**src/rtl/pwk_pkg.sv**
```systemverilog
package pwk_pkg;

  localparam int N_XINT  = 4;
  localparam int IDL_BIT = 0;
  localparam int PD_BIT  = 1;
  localparam int POF_BIT = 4;
  localparam logic [7:0] CTL_POR = 8'h10;

  typedef enum logic [1:0] {
    ST_RUN  = 2'd0,
    ST_STOP = 2'd1,
    ST_WARM = 2'd2,
    ST_HOLD = 2'd3
  } pwk_state_e;

  typedef enum logic [1:0] {
    SRC_INT  = 2'd0,
    SRC_GPIO = 2'd1,
    SRC_RST  = 2'd2
  } pwk_src_e;

  // Length of the warm-up window in oscillator cycles.
  function automatic int unsigned warm_cycles(input int unsigned w);
    return 32'd1 << w;
  endfunction

  // Lowest set bit wins among simultaneous interrupt edges.
  function automatic logic [1:0] low_index(input logic [N_XINT-1:0] v);
    logic [1:0] r;
    r = 2'd0;
    for (int i = N_XINT - 1; i >= 0; i--) begin
      if (v[i]) r = 2'(i);
    end
    return r;
  endfunction

endpackage

```
**src/rtl/pwk_sync.sv**
```systemverilog
module pwk_sync #(
  parameter int W = 1,
  parameter logic [W-1:0] INIT = '0
) (
  input  logic         clk,
  input  logic         por_n,
  input  logic [W-1:0] d,
  output logic [W-1:0] now,
  output logic [W-1:0] prev
);
  logic [W-1:0] s1;

  always_ff @(posedge clk or negedge por_n) begin
    if (!por_n) begin
      s1   <= INIT;
      now  <= INIT;
      prev <= INIT;
    end else begin
      s1   <= d;
      now  <= s1;
      prev <= now;
    end
  end
endmodule

```
**src/rtl/pwk_ctl_reg.sv**
```systemverilog
module pwk_ctl_reg
  import pwk_pkg::*;
(
  input  logic       clk,
  input  logic       por_n,
  input  logic       soft_rst,
  input  logic       wr_ok,
  input  logic [7:0] wr_data,
  input  logic       pd_clr,
  input  logic       idl_clr,
  output logic [7:0] ctl
);
  localparam logic [7:0] POF_MASK = 8'(1 << POF_BIT);

  logic [7:0] ctl_d;

  always_comb begin
    ctl_d = ctl;
    if (soft_rst) begin
      ctl_d = ctl & POF_MASK;
    end else begin
      if (wr_ok)   ctl_d = wr_data;
      if (pd_clr)  ctl_d[PD_BIT]  = 1'b0;
      if (idl_clr) ctl_d[IDL_BIT] = 1'b0;
    end
  end

  always_ff @(posedge clk or negedge por_n) begin
    if (!por_n) ctl <= CTL_POR;
    else        ctl <= ctl_d;
  end

  // a reset level keeps the power-on flag and clears the rest
  a_r10_rst_keeps_pof: assert property (@(posedge clk) disable iff (!por_n)
    soft_rst |=> (ctl[POF_BIT] == $past(ctl[POF_BIT])) && ((ctl & ~POF_MASK) == 8'h00));

endmodule

```
**src/rtl/pwk_wake_fsm.sv**
```systemverilog
module pwk_wake_fsm
  import pwk_pkg::*;
#(
  parameter int WARM_W = 10
) (
  input  logic              clk,
  input  logic              por_n,
  input  logic              pd_bit,
  input  logic              idl_bit,
  input  logic              ext_release,
  input  logic              rst_rise,
  input  logic [N_XINT-1:0] int_fall,
  input  logic [N_XINT-1:0] int_rise,
  input  logic              gpio_wake,
  output pwk_state_e        state_q,
  output logic              pd_clr,
  output logic              idl_clr,
  output logic [N_XINT-1:0] wake_irq,
  output logic              wake_resume
);
  localparam logic [WARM_W-1:0] CNT_FULL = WARM_W'(warm_cycles(WARM_W) - 1);

  pwk_state_e        state_d;
  pwk_src_e          src_q, src_d;
  logic [1:0]        idx_q, idx_d;
  logic [WARM_W-1:0] cnt_q, cnt_d;
  logic [N_XINT-1:0] irq_d;
  logic              res_d;

  always_comb begin
    state_d = state_q;
    src_d   = src_q;
    idx_d   = idx_q;
    cnt_d   = cnt_q;
    pd_clr  = 1'b0;
    idl_clr = 1'b0;
    irq_d   = '0;
    res_d   = 1'b0;
    case (state_q)
      ST_RUN: begin
        if (pd_bit) begin
          state_d = ST_STOP;
        end else if (idl_bit && (|int_fall)) begin
          idl_clr = 1'b1;
          irq_d[low_index(int_fall)] = 1'b1;
        end
      end
      ST_STOP: begin
        if (rst_rise) begin
          src_d   = SRC_RST;
          state_d = ST_WARM;
          cnt_d   = '0;
          pd_clr  = 1'b1;
        end else if (|int_fall) begin
          src_d   = SRC_INT;
          idx_d   = low_index(int_fall);
          state_d = ext_release ? ST_HOLD : ST_WARM;
          cnt_d   = '0;
          pd_clr  = 1'b1;
        end else if (gpio_wake) begin
          src_d   = SRC_GPIO;
          state_d = ST_WARM;
          cnt_d   = '0;
          pd_clr  = 1'b1;
        end
      end
      ST_WARM: begin
        if (cnt_q == CNT_FULL) begin
          state_d = ST_RUN;
          if (src_q == SRC_INT)  irq_d[idx_q] = 1'b1;
          if (src_q == SRC_GPIO) res_d = 1'b1;
        end else begin
          cnt_d = cnt_q + 1'b1;
        end
      end
      ST_HOLD: begin
        if (int_rise[idx_q]) begin
          state_d      = ST_RUN;
          irq_d[idx_q] = 1'b1;
        end
      end
      default: state_d = ST_RUN;
    endcase
  end

  always_ff @(posedge clk or negedge por_n) begin
    if (!por_n) begin
      state_q     <= ST_RUN;
      src_q       <= SRC_INT;
      idx_q       <= 2'd0;
      cnt_q       <= '0;
      wake_irq    <= '0;
      wake_resume <= 1'b0;
    end else begin
      state_q     <= state_d;
      src_q       <= src_d;
      idx_q       <= idx_d;
      cnt_q       <= cnt_d;
      wake_irq    <= irq_d;
      wake_resume <= res_d;
    end
  end

  // a running, non-idle block raises no wake report on the next cycle
  a_r9_quiet_when_running: assert property (@(posedge clk) disable iff (!por_n)
    (state_q == ST_RUN && !idl_bit) |=> (wake_irq == '0 && !wake_resume));

  // at most one interrupt is reported per release
  a_r6_single_irq: assert property (@(posedge clk) disable iff (!por_n)
    $onehot0(wake_irq));

  // a port-pin resume never comes with an interrupt request
  a_r7_resume_excl: assert property (@(posedge clk) disable iff (!por_n)
    wake_resume |-> (wake_irq == '0));

endmodule

```
**src/rtl/pwk_top.sv**
```systemverilog
module pwk_top
  import pwk_pkg::*;
#(
  parameter int WARM_W = 10,
  parameter int PORT_W = 8,
  parameter int XINT_W = 2,
  parameter int INT0_BIT = 2,
  parameter int INT1_BIT = 3,
  parameter logic [PORT_W-1:0] PA_WAKE_MASK = 8'hFF,
  parameter logic [PORT_W-1:0] PB_WAKE_MASK = 8'hBF
) (
  input  logic              clk,
  input  logic              por_n,
  input  logic              rst_pin,
  input  logic              wr_en,
  input  logic [7:0]        wr_data,
  output logic [7:0]        ctl_q,
  input  logic              ext_release,
  input  logic [N_XINT-1:0] int_en,
  input  logic [XINT_W-1:0] xint_pin,
  input  logic [PORT_W-1:0] port_a,
  input  logic [PORT_W-1:0] port_b,
  input  logic [PORT_W-1:0] wake_en_a,
  input  logic [PORT_W-1:0] wake_en_b,
  output logic              osc_en,
  output logic              cpu_clk_en,
  output logic              core_rst,
  output logic [N_XINT-1:0] wake_irq,
  output logic              wake_resume
);
  localparam int SW = 1 + XINT_W + 2 * PORT_W;
  localparam logic [SW-1:0] SYNC_INIT = {1'b0, {(SW-1){1'b1}}};

  logic [SW-1:0] pin_now, pin_prev;
  logic [PORT_W-1:0] a_now, a_prev, b_now, b_prev, a_fall, b_fall;
  logic [XINT_W-1:0] x_now, x_prev;
  logic              rst_now, rst_prev, rst_rise;
  logic [N_XINT-1:0] ip_now, ip_prev, int_fall, int_rise;
  logic              gpio_wake, pd_clr, idl_clr, wr_ok;
  pwk_state_e        state;

  pwk_sync #(.W(SW), .INIT(SYNC_INIT)) u_sync (
    .clk(clk), .por_n(por_n),
    .d({rst_pin, xint_pin, port_b, port_a}),
    .now(pin_now), .prev(pin_prev)
  );

  assign {rst_now, x_now, b_now, a_now}     = pin_now;
  assign {rst_prev, x_prev, b_prev, a_prev} = pin_prev;

  assign rst_rise = rst_now & ~rst_prev;
  assign core_rst = rst_now;
  assign a_fall   = a_prev & ~a_now;
  assign b_fall   = b_prev & ~b_now;

  assign ip_now   = {x_now, b_now[INT1_BIT], b_now[INT0_BIT]};
  assign ip_prev  = {x_prev, b_prev[INT1_BIT], b_prev[INT0_BIT]};
  assign int_fall = ip_prev & ~ip_now & int_en;
  assign int_rise = ~ip_prev & ip_now;

  assign gpio_wake = (|(a_fall & wake_en_a & PA_WAKE_MASK)) |
                     (|(b_fall & wake_en_b & PB_WAKE_MASK));

  assign osc_en     = (state != ST_STOP);
  assign cpu_clk_en = (state == ST_RUN) && !ctl_q[IDL_BIT];
  assign wr_ok      = wr_en && cpu_clk_en;

  pwk_ctl_reg u_ctl (
    .clk(clk), .por_n(por_n), .soft_rst(rst_now), .wr_ok(wr_ok),
    .wr_data(wr_data), .pd_clr(pd_clr), .idl_clr(idl_clr), .ctl(ctl_q)
  );

  pwk_wake_fsm #(.WARM_W(WARM_W)) u_fsm (
    .clk(clk), .por_n(por_n), .pd_bit(ctl_q[PD_BIT]), .idl_bit(ctl_q[IDL_BIT]),
    .ext_release(ext_release), .rst_rise(rst_rise), .int_fall(int_fall),
    .int_rise(int_rise), .gpio_wake(gpio_wake), .state_q(state),
    .pd_clr(pd_clr), .idl_clr(idl_clr), .wake_irq(wake_irq),
    .wake_resume(wake_resume)
  );

  // when the oscillator restarts, the stop bit has already been cleared
  a_r3_pd_cleared_on_wake: assert property (@(posedge clk) disable iff (!por_n)
    $rose(osc_en) |-> !ctl_q[PD_BIT]);

  // a stop write shuts the oscillator one edge after the write lands
  a_r2_stop_follows_write: assert property (@(posedge clk) disable iff (!por_n)
    (wr_ok && wr_data[PD_BIT] && !rst_now) |=> ##1 !osc_en);

endmodule

```
**config.mk**
```make
export PLATFORM = sky130hd
export DESIGN_NAME = pwk_top
export DESIGN_NICKNAME = d
export VERILOG_FILES = /design/src/rtl/pwk_pkg.sv /design/src/rtl/pwk_sync.sv /design/src/rtl/pwk_ctl_reg.sv /design/src/rtl/pwk_wake_fsm.sv /design/src/rtl/pwk_top.sv
export SDC_FILE = /design/constraint.sdc
export NUM_CORES = 1
export LEC_CHECK = 0
export ABC_AREA = 1
export BUFFER_PORTS_ARGS = -buffer_cell sky130_fd_sc_hd__buf_2
export CORE_UTILIZATION = 40
export CTS_CLUSTER_DIAMETER = 40
export DETAILED_ROUTE_END_ITERATION = 10
export GPL_TIMING_DRIVEN = 1
export PLACE_DENSITY_LB_ADDON = 0.05
export SYNTH_ARGS = -nofsm -noshare
export SYNTH_HDL_FRONTEND = slang
export SYNTH_SLANG_ARGS = --single-unit
```
**constraint.sdc**
```tcl
create_clock -name clk -period 2.25 [get_ports clk]
set_input_delay 0.225 -clock clk [delete_from_list [all_inputs] [get_ports clk]]
set_output_delay 0.225 -clock clk [all_outputs]
set_load 0.005 [all_outputs]
```
# ---- After elaboration in Yosys (flattened, before gate mapping)
# Cells that the tools add are included.
dict set report op_classes {
  order_cmp 4
  n_mux 49
  reduce_logical 21
  bitwise_logic 16
  addsub 1
  eq_ne 11
}
# op n
set op_table {}
lappend op_table {{$mux W10} 4}
lappend op_table {{$and A8 B8 Y8} 4}
lappend op_table {{$mux W2} 16}
lappend op_table {{$mux W4} 5}
lappend op_table {{$pmux W10 S2} 1}
lappend op_table {{$mux W1} 16}
lappend op_table {{$mux W8} 2}
lappend op_table {{$not A8 Y8} 2}
lappend op_table {{$and A4 B4 Y4} 3}
lappend op_table {{$pmux W4 S3} 1}
lappend op_table {{$add A10 B1 Y10 const B} 1}
lappend op_table {{$eq A10 B10 Y1 const B} 1}
lappend op_table {{$reduce_bool A3 Y1} 3}
lappend op_table {{$ne A2 B1 Y1 const B} 4}
lappend op_table {{$not A4 Y4} 2}
lappend op_table {{$pmux W2 S4} 1}
lappend op_table {{$reduce_or A8 Y1} 1}
lappend op_table {{$reduce_or A7 Y1} 1}
lappend op_table {{$lt A2 B3 Y1 const B} 2}
lappend op_table {{$reduce_and A3 Y1} 2}
lappend op_table {{$logic_and A1 B1 Y1} 5}
lappend op_table {{$demux W1 S2} 2}
lappend op_table {{$eq A2 B1 Y1 const B} 2}
lappend op_table {{$eq A2 B2 Y1 const B} 2}
lappend op_table {{other kinds (13)} 19}
dict set report word_totals {
  register_bits 86
  output_inout_bits 16
  elab_cells 115
  in_bits 51
}

# ---- Logic depth before layout (Yosys ltp)
dict set report depth {
  ltp_word 17
  depth_mapped 11
  ltp_nobuf 11
}

# ---- By module
# Synthesis repeated with hierarchy kept, for this count alone.
dict set report unflattened {
  hier_cells 333
  hier_area_um2 3392.0
}
# mod area_per_inst_um2 n_inst seq_area_each_um2 cells_each
set by_module_without_submodules {}
lappend by_module_without_submodules {pwk_sync 1493.9 1 1493.9 57}
lappend by_module_without_submodules {pwk_wake_fsm 1265.0 1 525.5 171}
lappend by_module_without_submodules {pwk_ctl_reg 362.8 1 201.4 43}
lappend by_module_without_submodules {pwk_top 270.3 1 0.0 62}

# ---- Worst setup path after synthesis
# Ideal clock, no wire load.
dict set report synth_timing {
  path_kind {reg2reg}
  start {register u_sync.now[10]}
  end {register u_fsm.cnt_q[9]}
  setup_time_ns 0.069
  path_stages_with_launch 11
  setup_slack_ns 0.888
  period_less_slack_ns 1.362
  arrival_time_ns 1.294
  path_buffers 0
  required_ns 2.181
  path_cell_list {dfstp_2 -> inv_1 -> nand3_2 -> nand2_2 -> clkinv_4 -> nand3_2 -> nor2_4 -> nand2_1 -> nand2_2 -> nand2_1 -> nor2_2}
}
dict set report synth_via {
  elab_chain_cells 7
  word_cells_on_any_way 14
  cone_classes {eq/ne: 1; mux: 3; bitwise: 7; reduce/logical: 3}
}
# element line_no
set synth_lines {}
lappend synth_lines {{from (decl)} pwk_sync.sv:8} ;# output logic [W-1:0] now,
lappend synth_lines {{from (signal assigned)} pwk_sync.sv:16} ;# now <= INIT;
lappend synth_lines {{from (signal assigned)} pwk_sync.sv:20} ;# now <= s1;
lappend synth_lines {{$not A8 Y8 / $not A4 Y4 (equally long branches)} {pwk_top.sv:54, pwk_top.sv:58}}
lappend synth_lines {{$and A8 B8 Y8 / $and A4 B4 Y4 (equally long branches)} {pwk_top.sv:54, pwk_top.sv:58}}
lappend synth_lines {{$and A8 B8 Y8 / $and A4 B4 Y4 (equally long branches)} {pwk_top.sv:62, pwk_top.sv:58}}
lappend synth_lines {{$reduce_or A7 Y1 / $reduce_or A4 Y1 (equally long branches)} {pwk_top.sv:62, pwk_wake_fsm.sv:54}}
lappend synth_lines {{$or A1 B1 Y1 / $mux W10 (equally long branches)} {pwk_top.sv:61, pwk_wake_fsm.sv:54}}
lappend synth_lines {{$ne A4 B3 Y1 (no line) / $mux W10 (equally long branches)} -}
lappend synth_lines {{$reduce_and A3 Y1 (no line) / $pmux W10 S2 (equally long branches)} -}
lappend synth_lines {{to (signal assigned)} pwk_wake_fsm.sv:98} ;# cnt_q <= cnt_d;
lappend synth_lines {{to (decl)} pwk_wake_fsm.sv:26} ;# logic [WARM_W-1:0] cnt_q, cnt_d;
# Parallel ways exist; a longest one is shown, timed or not.
# A chain may end at the register's enable or synchronous reset.

# ---- Worst setup path in the final report
dict set report layout_timing {
  start {register u_fsm.cnt_q[1]}
  end {register u_fsm.cnt_q[9]}
}
dict set report layout_via {
  elab_chain_cells 3
  word_cells_on_any_way 6
  cone_classes {add/sub: 1; eq/ne: 2; mux: 2; reduce/logical: 1}
}
# element line_no
set layout_lines {}
lappend layout_lines {{$add A10 B1 Y10 / $eq A10 B10 Y1 (equally long branches)} {pwk_wake_fsm.sv:73, pwk_wake_fsm.sv:68}}
lappend layout_lines {{$mux W10 / $ne A2 B2 Y1 (equally long branches)} -}
lappend layout_lines {{$pmux W10 S2 / $reduce_and A3 Y1 (equally long branches)} -}
# Parallel ways exist; a longest one is shown, timed or not. The select of a mux whose other input is x is not followed.

==> results_dict.tcl <==
set metrics [dict create \
    grtUsageTotal_pct 15.7 \
    synthTopCellsByArea "dfstp_2 41%, dfrtp_1 23%, nand2_1 7.9%" \
    arrival_ns 1.82 \
    comb_power_share_pct 24.4 \
    min_period_over_period_pct 70.8 \
    ios 67 \
    grt_use_met1_pct 21.5 \
    switching_power_mw 1.31 \
    hold_viol_final 0 \
    power.internal_mw 2.55 \
    yosys.cell_types.count 31 \
    maxSlewViolCount 0 \
    routedWlPerCell_um 11.8 \
    dpl_cell_area_um2 3810 \
    ys_top_cells_by_count "71 x nand2_1, 52 x dfstp_2, 51 x nand3_1" \
    grt_pass1_vias 2301 \
    clkLatencyLatePin_ns 0.35 \
    core_um2 8180 \
    grt_max_degree 46 \
    seqPwrFrac_pct 48.8 \
    synth-seq-cells 83 \
    die_h_um 93.7 \
    p_total_mw 3.86 \
    power_density_nw_per_um2 921 \
    cts_tree "yes" \
    clk_pin_slew_ns 0.09 \
    maxCapViolCount 0 \
    clock_skew_ns 0.0155 \
    antenna_found_initial 0 \
    fp-row-count 33 \
    antenna_left 0 \
    final_util_pct 51.3 \
    chipWidth_um 93.7 \
    setup_viol 0 \
    async_reset_ff_share_pct 100 \
    synth_top_area_share_pct 40.6 \
    fmax_mhz 628 \
    hold_path.class "in2reg" \
    htree_num_levels 3 \
    path_max_fanout 4 \
    relSlewSlack_pct 63.8 \
    finish.net_count 470 \
    yosysTopAreaCell "dfstp_2" \
    critPathRequiredTime_ns 2.48 \
    num_antenna_cells 0 \
    via_per_inst 4.48 \
    drc 0 \
    cts-buffers-inserted 9 \
    critPathCaptureType "flop" \
    tns_ns 0 \
    synth_area_per_cell_um2 10.3 \
    crit_type "reg2reg" \
    drt-total-wl_um 6230 \
    initial_core_util_pct 41.2 \
    fin_area_um2 4200 \
    post-cts-setup-buffer-count 0 \
    numPortBuffers 64 \
    met2_usage_pct 23.4 \
    post-place-ws_ns 0.677 \
    synth_sequential_area_ratio_pct 63.7 \
    ys_warn_count 0 \
    grt_pass1_wl_um 10400 \
    outcome "finished, final reports clean" \
    synth_nets 379 \
    rsz0062_at_grt "false" \
    leakage_nw 2.09 \
    met3_usage_pct 2.99 \
    fin_ws_ns 0.658 \
    cts.sinks 83 \
    switching_share_pct 33.9 \
    ys.flop_type "dfstp_2" \
    clk_path_buf_depth 2 \
    min_period_ns 1.59 \
    tightest_slew_ns 0.543 \
    hpwl_um 4320 \
    gr-total-overflow 0 \
    cts_resized 0 \
    root_buffer "clkbuf_8" \
    gp_congestion 0.838 \
    drive_gt1_share_pct 39.0 \
    die-area_um2 8780 \
    synth_area_um2 3360 \
    top_usage_layer "met2" \
    synth_enable_flop_cells 0 \
    area_delta_synth_final_pct 24.7 \
    synthCells 327 \
    yosysMostFrequentCell "nand2_1" \
    num_vias 2368 \
    ir_drop_mv 0.481 \
    clkPwrFrac_pct 26.8 \
    drt_iter0_drc 121 \
    drtPass1Iterations 4 \
    start_kind "flop" \
    cts_hold_buf 19 \
]
worst paths after layout:
kind / slack [ns] / cells after the start / startpoint / to
setup reg to reg: 0.66 / 10 / u_fsm.cnt_q[1] / u_fsm.cnt_q[9]
max in group asynchronous: 1.18 / 3 / por_n / u_ctl.ctl[4]
setup / recovery: 0.66 / 10 / u_fsm.cnt_q[1] / u_fsm.cnt_q[9]
min in group asynchronous: 0.41 / 2 / por_n / u_fsm.cnt_q[4]
hold reg to reg: 0.35 / 0 / u_sync.s1[1] / u_sync.now[1]
hold / removal: 0.09 / 3 / wr_data[4] / u_ctl.ctl[4]
through the flow:
step	hold slack (ns)	instances
finish	0.0935	528
global route	0.0903	528
CTS	0.0738	528
detailed placement	0.261	493
global placement	0.257	493
floorplan	-0.0706	327
cells in the final DEF, fill, tap and decap left out, types with 5 or more instances in the layout:
| master | count |
|---|---|
| buf_2 | 63 |
| clkbuf_8 | 9 |
| dfrtp_1 | 31 |
| dfstp_2 | 52 |
| dlygate4sd3_1 | 19 |
| inv_1 | 37 |
| nand2_1 | 71 |
| nand2_4 | 5 |
| nand3_1 | 51 |
| nand3b_1 | 5 |
| nor2_1 | 24 |
| nor3_1 | 5 |
| o21ai_0 | 6 |
metal layers:
metal | wire length [um] | up-vias
met5 | 0 | -
met1 | 3100 | 1075
met2 | 2690 | 61
met4 | 157 | 0
li1 | - | 1220
met3 | 285 | 12
power groups by stage:
stage	Combinational, mW	Sequential [mW]	Clock (mW)
after floorplan	0.673	1.88	0
after global placement	0.911	1.90	0
after detailed placement	0.924	1.91	0
after CTS	0.952	1.88	1.08
after global routing	1.08	1.91	1.14
final	0.943	1.89	1.04
worst max-delay path, cell delays in order, from the launching register on:
cell      delay [ns]
dfrtp_1         0.40
ha_1            0.18
nand2_1         0.10
nor2_1          0.24
nand3b_2        0.16
nand2_4         0.11
inv_2           0.06
nand2_1         0.08
nand2_1         0.05
nand2_1         0.07
nor2_2          0.03
registers in the layout, summed over array words and instances, names as in the netlist, 4 cells and up:
register,count
u_sync.prev,18
u_fsm.wake_irq,4
u_sync.now,18
u_sync.s1,18
u_ctl.ctl,8
u_fsm.cnt_q,10
final cells by class:
cell class              instances  area (um2)
inverters                      43         168
fillers                       764        3980
clock inverters                 5        41.3
well taps                     105         131
flip-flops and latches         83        2140
repair buffers                 84         533
clock buffers                  11         153
multi-input cells             197        1030
kinds of logic after synthesis:
group | share of synthesized area [%]
simple gates | 28.2
buf+inv | 5.76
flops | 63.7
xor+xnor | 0.260
compound gates | 1.75
fa+ha+maj | 0.372
Note: power is estimated with default switching activity, not from simulation.
